[config.mk]
export PLATFORM = sky130hd
export DESIGN_NAME = gre_encoder
export DESIGN_NICKNAME = d
export VERILOG_FILES = /design/src/rtl/gre_pkg.sv /design/src/rtl/gre_run_counter.sv /design/src/rtl/gre_code_map.sv /design/src/rtl/gre_serializer.sv /design/src/rtl/gre_encoder.sv
export SDC_FILE = /design/constraint.sdc
export NUM_CORES = 1
export LEC_CHECK = 0
export BUFFER_PORTS_ARGS = -buffer_cell sky130_fd_sc_hd__buf_2
export CAP_MARGIN = 30
export CORE_MARGIN = 2
export CORE_UTILIZATION = 35
export CTS_BUF_LIST = sky130_fd_sc_hd__clkbuf_2 sky130_fd_sc_hd__clkbuf_4 sky130_fd_sc_hd__clkbuf_8
export CTS_CLUSTER_SIZE = 12
export DETAILED_ROUTE_END_ITERATION = 8
export GPL_TIMING_DRIVEN = 0
export PLACE_DENSITY = 0.63
export SETUP_SLACK_MARGIN = 0.02
export SYNTH_ARGS = -nofsm -noshare
export SYNTH_HDL_FRONTEND = slang
export SYNTH_HIERARCHICAL = 1
export SYNTH_SLANG_ARGS = --single-unit
[constraint.sdc]
create_clock -name clk -period 3.2 [get_ports clk]
set_input_delay 0.8 -clock clk [delete_from_list [all_inputs] [get_ports clk]]
set_output_delay 0.8 -clock clk [all_outputs]
set_load 0.02 [all_outputs]
[src/rtl/gre_pkg.sv]
package gre_pkg;
  typedef enum logic [1:0] {
    PH_IDLE  = 2'd0,
    PH_UNARY = 2'd1,
    PH_STOP  = 2'd2,
    PH_REM   = 2'd3
  } gre_phase_e;
endpackage

[src/rtl/gre_run_counter.sv]
module gre_run_counter #(
  parameter int MAX_RUN = 29,
  parameter int CNT_W   = 5
) (
  input  logic             clk,
  input  logic             rst_n,
  input  logic             accept,
  input  logic             sym,
  input  logic             last,
  output logic             run_done,
  output logic [CNT_W-1:0] run_len,
  output logic             ovf
);
  logic [CNT_W-1:0] cnt;
  logic [CNT_W-1:0] cnt_inc;
  logic             at_max;

  assign at_max   = (cnt == CNT_W'(MAX_RUN));
  assign cnt_inc  = at_max ? cnt : cnt + 1'b1;
  assign run_done = accept & (sym | last);
  // a zero that closes the data set counts toward its own run
  assign run_len  = sym ? cnt : cnt_inc;

  always_ff @(posedge clk or negedge rst_n) begin
    if (!rst_n) begin
      cnt <= '0;
      ovf <= 1'b0;
    end else begin
      ovf <= accept & ~sym & at_max;
      if (accept) begin
        if (run_done) cnt <= '0;
        else          cnt <= cnt_inc;
      end
    end
  end
endmodule

[src/rtl/gre_code_map.sv]
module gre_code_map #(
  parameter int M     = 2,
  parameter int CNT_W = 5,
  parameter int Q_W   = 4,
  parameter int R_W   = 1,
  parameter int LEN_W = 1
) (
  input  logic [CNT_W-1:0] run_len,
  output logic [Q_W-1:0]   quot,
  output logic [R_W-1:0]   rem_val,
  output logic [LEN_W-1:0] rem_len
);
  localparam int  B       = $clog2(M);
  localparam bit  IS_POW2 = ((M & (M - 1)) == 0);
  localparam int  THR     = (1 << B) - M;

  logic [CNT_W-1:0] rem_full;

  assign quot     = Q_W'(run_len / CNT_W'(M));
  assign rem_full = run_len % CNT_W'(M);

  generate
    if (IS_POW2) begin : g_plain
      assign rem_val = R_W'(rem_full);
      assign rem_len = LEN_W'(B);
    end else begin : g_trunc
      always_comb begin
        if (rem_full < CNT_W'(THR)) begin
          rem_val = R_W'(rem_full);
          rem_len = LEN_W'(B - 1);
        end else begin
          rem_val = R_W'(rem_full + CNT_W'(THR));
          rem_len = LEN_W'(B);
        end
      end
    end
  endgenerate
endmodule

[src/rtl/gre_serializer.sv]
module gre_serializer
  import gre_pkg::*;
#(
  parameter int Q_W   = 4,
  parameter int R_W   = 1,
  parameter int LEN_W = 1
) (
  input  logic             clk,
  input  logic             rst_n,
  input  logic             load,
  input  logic [Q_W-1:0]   quot,
  input  logic [R_W-1:0]   rem_val,
  input  logic [LEN_W-1:0] rem_len,
  input  logic             out_ready,
  output logic             busy,
  output logic             out_bit
);
  gre_phase_e       phase;
  logic [Q_W-1:0]   q_left;
  logic [R_W-1:0]   rem_sr;
  logic [LEN_W-1:0] rem_left;

  assign busy = (phase != PH_IDLE);

  always_comb begin
    case (phase)
      PH_STOP: out_bit = 1'b1;
      PH_REM:  out_bit = rem_sr[R_W-1];
      default: out_bit = 1'b0;
    endcase
  end

  always_ff @(posedge clk or negedge rst_n) begin
    if (!rst_n) begin
      phase    <= PH_IDLE;
      q_left   <= '0;
      rem_sr   <= '0;
      rem_left <= '0;
    end else begin
      case (phase)
        PH_IDLE: begin
          if (load) begin
            q_left   <= quot;
            rem_sr   <= rem_val << (LEN_W'(R_W) - rem_len);
            rem_left <= rem_len;
            phase    <= (quot != '0) ? PH_UNARY : PH_STOP;
          end
        end
        PH_UNARY: begin
          if (out_ready) begin
            q_left <= q_left - 1'b1;
            if (q_left == Q_W'(1)) phase <= PH_STOP;
          end
        end
        PH_STOP: begin
          if (out_ready) phase <= (rem_left == '0) ? PH_IDLE : PH_REM;
        end
        PH_REM: begin
          if (out_ready) begin
            rem_sr   <= rem_sr << 1;
            rem_left <= rem_left - 1'b1;
            if (rem_left == LEN_W'(1)) phase <= PH_IDLE;
          end
        end
        default: phase <= PH_IDLE;
      endcase
    end
  end
endmodule

[src/rtl/gre_encoder.sv]
module gre_encoder #(
  parameter int M      = 2,
  parameter int CW_MAX = 16
) (
  input  logic clk,
  input  logic rst_n,
  input  logic in_bit,
  input  logic in_valid,
  input  logic in_last,
  output logic in_ready,
  output logic out_bit,
  output logic out_valid,
  input  logic out_ready,
  output logic run_overflow
);
  localparam int B       = $clog2(M);
  localparam int R_W     = (B < 1) ? 1 : B;
  localparam int LEN_W   = $clog2(R_W + 1);
  localparam int QMAX    = CW_MAX - 1 - B;
  localparam int Q_W     = $clog2(QMAX + 1);
  localparam int MAX_RUN = QMAX * M + M - 1;
  localparam int CNT_W   = $clog2(MAX_RUN + 1);

  logic             accept;
  logic             run_done;
  logic [CNT_W-1:0] run_len;
  logic [Q_W-1:0]   quot;
  logic [R_W-1:0]   rem_val;
  logic [LEN_W-1:0] rem_len;
  logic             busy;

  assign in_ready  = ~busy;
  assign out_valid = busy;
  assign accept    = in_valid & in_ready;

  gre_run_counter #(.MAX_RUN(MAX_RUN), .CNT_W(CNT_W)) u_cnt (
    .clk      (clk),
    .rst_n    (rst_n),
    .accept   (accept),
    .sym      (in_bit),
    .last     (in_last),
    .run_done (run_done),
    .run_len  (run_len),
    .ovf      (run_overflow)
  );

  gre_code_map #(.M(M), .CNT_W(CNT_W), .Q_W(Q_W), .R_W(R_W), .LEN_W(LEN_W)) u_map (
    .run_len (run_len),
    .quot    (quot),
    .rem_val (rem_val),
    .rem_len (rem_len)
  );

  gre_serializer #(.Q_W(Q_W), .R_W(R_W), .LEN_W(LEN_W)) u_ser (
    .clk       (clk),
    .rst_n     (rst_n),
    .load      (run_done),
    .quot      (quot),
    .rem_val   (rem_val),
    .rem_len   (rem_len),
    .out_ready (out_ready),
    .busy      (busy),
    .out_bit   (out_bit)
  );
endmodule

==> results.json <==
{
  "first_pass_iters": 4,
  "crit_buf_inv": 3,
  "crit_path_end": "u_ser/q_left[0]",
  "end_kind": "flip-flop",
  "outcome": "finished, final reports clean",
  "portBuffers": 9,
  "grtUsageTotal_pct": 14.8,
  "grt_pass1_wl_um": 3920,
  "dp_cells": 159,
  "ctsHoldBuffers": 0,
  "pwr-share-seq_pct": 31.7,
  "crit_top_cell": "nor2b_1",
  "fp-row-count": 20,
  "cp-start-kind": "flip-flop",
  "required_ns": 3.41,
  "p_comb_share_pct": 53.9,
  "post-synth-top-count-cell": "dfrtp_1",
  "netlist.area_leader.share_pct": 32.0,
  "hold_viol": 0,
  "synth_seq_cells": 14,
  "path_cells": "buf_4, nor2_2, inv_1, nor2b_1, clkbuf_1, nor2b_1, nand2b_4, a21oi_1, mux2i_1",
  "clk_latency_ns": 0.29,
  "grt_setup_unrepaired": "no",
  "ir_drop_v": 0.000273,
  "startpoint": "u_ser/phase[0]",
  "crit_slowest_cell": "nor2b_1",
  "cpPeakStageDelay_ns": 0.53,
  "syn-mean-instance-area_um2": 9.36,
  "fp.dieH_um": 59.9,
  "ys_types": 48,
  "dp_hpwl_um": 1730,
  "cts_tree": "yes",
  "gp_congestion": 0.837,
  "cts_sinks": 14,
  "netlist_area_mm2": 0.00109,
  "max_freq_ghz": 0.374,
  "syn_inst": 117,
  "worstReg2RegStart": "u_ser/phase[0]",
  "cts_resized": 0,
  "dominantRegCellSynth": "dfrtp_1",
  "r2r_cells": 9,
  "yosysTopAreaCell": "dfrtp_1",
  "cp.arrival_ns": 2.88,
  "avgViaCountPerCell": 5.50,
  "clockPowerShare_pct": 14.4,
  "slew_headroom_pct": 63.0,
  "io_pins": 10,
  "yosys_warnings": 6,
  "total_power_uw": 929,
  "start_util_pct": 36.5,
  "leakagePower_nw": 0.563,
  "synth_edf_count": 0,
  "p_switching_uw": 397,
  "setup_viol": 0,
  "powerDensity_mw_per_mm2": 763,
  "layout_min_cycle_time_ns": 2.67,
  "drv_slew": 0,
  "clock_path_buffers": 2,
  "final_area_mm2": 0.00122,
  "cp_top_family": "simple AND/OR/NAND/NOR gates",
  "grt_remaining_overflow": 0,
  "critPathMaxFanout": 10,
  "cp_num_cells": 9,
  "cap_violations": 0,
  "r2r_end": "u_ser/q_left[0]",
  "postRouteAntennaNets": 0,
  "synthArstFlopShare_pct": 100,
  "post_cts_buffers": 0,
  "grt_start_max_net_pins": 15,
  "reg2reg_setup_slack_ns": 0.53,
  "diodes": 0,
  "cts_root_buffer": "clkbuf_4",
  "vias": 897,
  "fin_skew_ns": 0.00793,
  "synth_area_leaders": "dfrtp_1 32%, buf_4 6.9%, ha_1 4.6%",
  "die_width_um": 59.9,
  "cts_buffers": 3,
  "drt_iter0_markers": 23,
  "final-instance-count-excl-fill": 163,
  "utilization_pct": 40.5,
  "die_area_mm2": 0.00359,
  "ys_seq_area_share_pct": 32.0,
  "synth_top_cells_by_count": "14 x dfrtp_1, 10 x buf_4, 9 x nand2_1",
  "drive_above_1_share_pct": 28.5,
  "tightest_slew_ns": 0.553,
  "min_period_over_period_pct": 83.5,
  "antenna_found_initial": 0,
  "wl_per_cell_um": 14.3,
  "critPathKind": "reg -> reg",
  "cts_max_level": 1,
  "synth.net_count": 127,
  "clk_pin_slew_ns": 0.10,
  "final_nets": 141,
  "placed_cell_area_mm2": 0.00118,
  "swShare_pct": 42.8,
  "tns_ns": 0,
  "coreArea_mm2": 0.00300,
  "areaGrowthSynthToFinish_pct": 11.2,
  "p_int_uw": 531,
  "drt_wl_total_um": 2330,
  "grt_pass1_vias": 874,
  "drc": 0,
  "hold_class": "in -> async"
}
-- logic make-up (layout without fill, tap and decap cells) --
logic type                 Yosys count  count (layout)  share of synthesized area [%]
buffers and inverters               19              32                           9.94
DFF                                 14              14                           32.0
xor gates and xnor gates             1               1                          0.800
muxes                                7               7                           6.97
and+or+nand+nor                     39              39                           22.4
AOI/OAI and AO/OA                   32              32                           23.0
adders and majority gates            4               4                           4.57
other                                1               1                          0.343
-- layout by cell type, fill, tap and decap left out, types with 2 or more instances in the layout --
| master | count |
|---|---|
| a41oi_1 | 3 |
| and3_1 | 3 |
| o21ai_1 | 2 |
| dfrtp_1 | 14 |
| nand3_1 | 2 |
| a21oi_1 | 5 |
| nor2_1 | 7 |
| ha_1 | 4 |
| inv_1 | 7 |
| mux2_2 | 4 |
| nor2b_1 | 4 |
| nand2_1 | 9 |
| a221o_1 | 2 |
| buf_4 | 10 |
| mux2i_1 | 2 |
| buf_2 | 9 |
| o21ai_0 | 6 |
| clkbuf_4 | 3 |
| nor3b_1 | 2 |
-- layer usage --
metal | routed length, um | GRT usage [%]
met5 | 0 | 0
met4 | 57 | 6.98
met3 | 72 | 3.90
met2 | 1120 | 22.8
met1 | 1090 | 19.2
-- flip-flops by register name, summed over array words and instances, names as in the netlist --
name            flops
u_cnt/cnt           5
u_ser/phase         2
u_ser/rem_sr        1
u_ser/q_left        4
u_cnt/ovf           1
u_ser/rem_left      1
-- through the flow --
stage	hold WS [ns]	setup WS (ns)
finish	0.392	0.528
global route	0.404	0.228
CTS	0.401	0.542
detailed placement	0.541	0.548
global placement	0.539	0.592
floorplan	0.504	0.874
-- power groups by stage --
stage | Clock, mW | Combinational [mW] | Sequential [mW]
2_1_floorplan | 0 | 0.397 | 0.282
3_3_place_gp | 0 | 0.483 | 0.296
3_5_place_dp | 0 | 0.497 | 0.299
4_1_cts | 0.142 | 0.499 | 0.295
5_1_grt | 0.150 | 0.552 | 0.304
6_report | 0.134 | 0.500 | 0.294
-- worst register-to-register path: cells and delay by family, from the launching register on --
| family | cells | cell delay [ns] |
|---|---|---|
| multiplexers | 1 | 0.24 |
| AO/OA/AOI/OAI | 1 | 0.35 |
| flip-flops | 1 | 0.37 |
| buffers and inverters | 3 | 0.60 |
| AND/OR/NAND/NOR | 4 | 1.03 |
-- cell type report --
cell class	count	area, um2
buffer	11	78.8
multi-input combinational	84	636
fill	294	1790
sequential	14	350
inverter	8	30.0
clock buffer	4	36.3
timing repair buffer	9	45.0
tap	33	41.3
-- worst min path at each step --
stage                      start             end
CTS                        rst_n  u_ser/rem_left
detailed placement  u_ser/rem_sr    u_ser/rem_sr
finish                     rst_n  u_ser/rem_left
global placement    u_ser/rem_sr    u_ser/rem_sr
floorplan                  rst_n    u_cnt/cnt[0]
global route               rst_n  u_ser/rem_left
No activity file was read; power rests on OpenSTA's default activity.
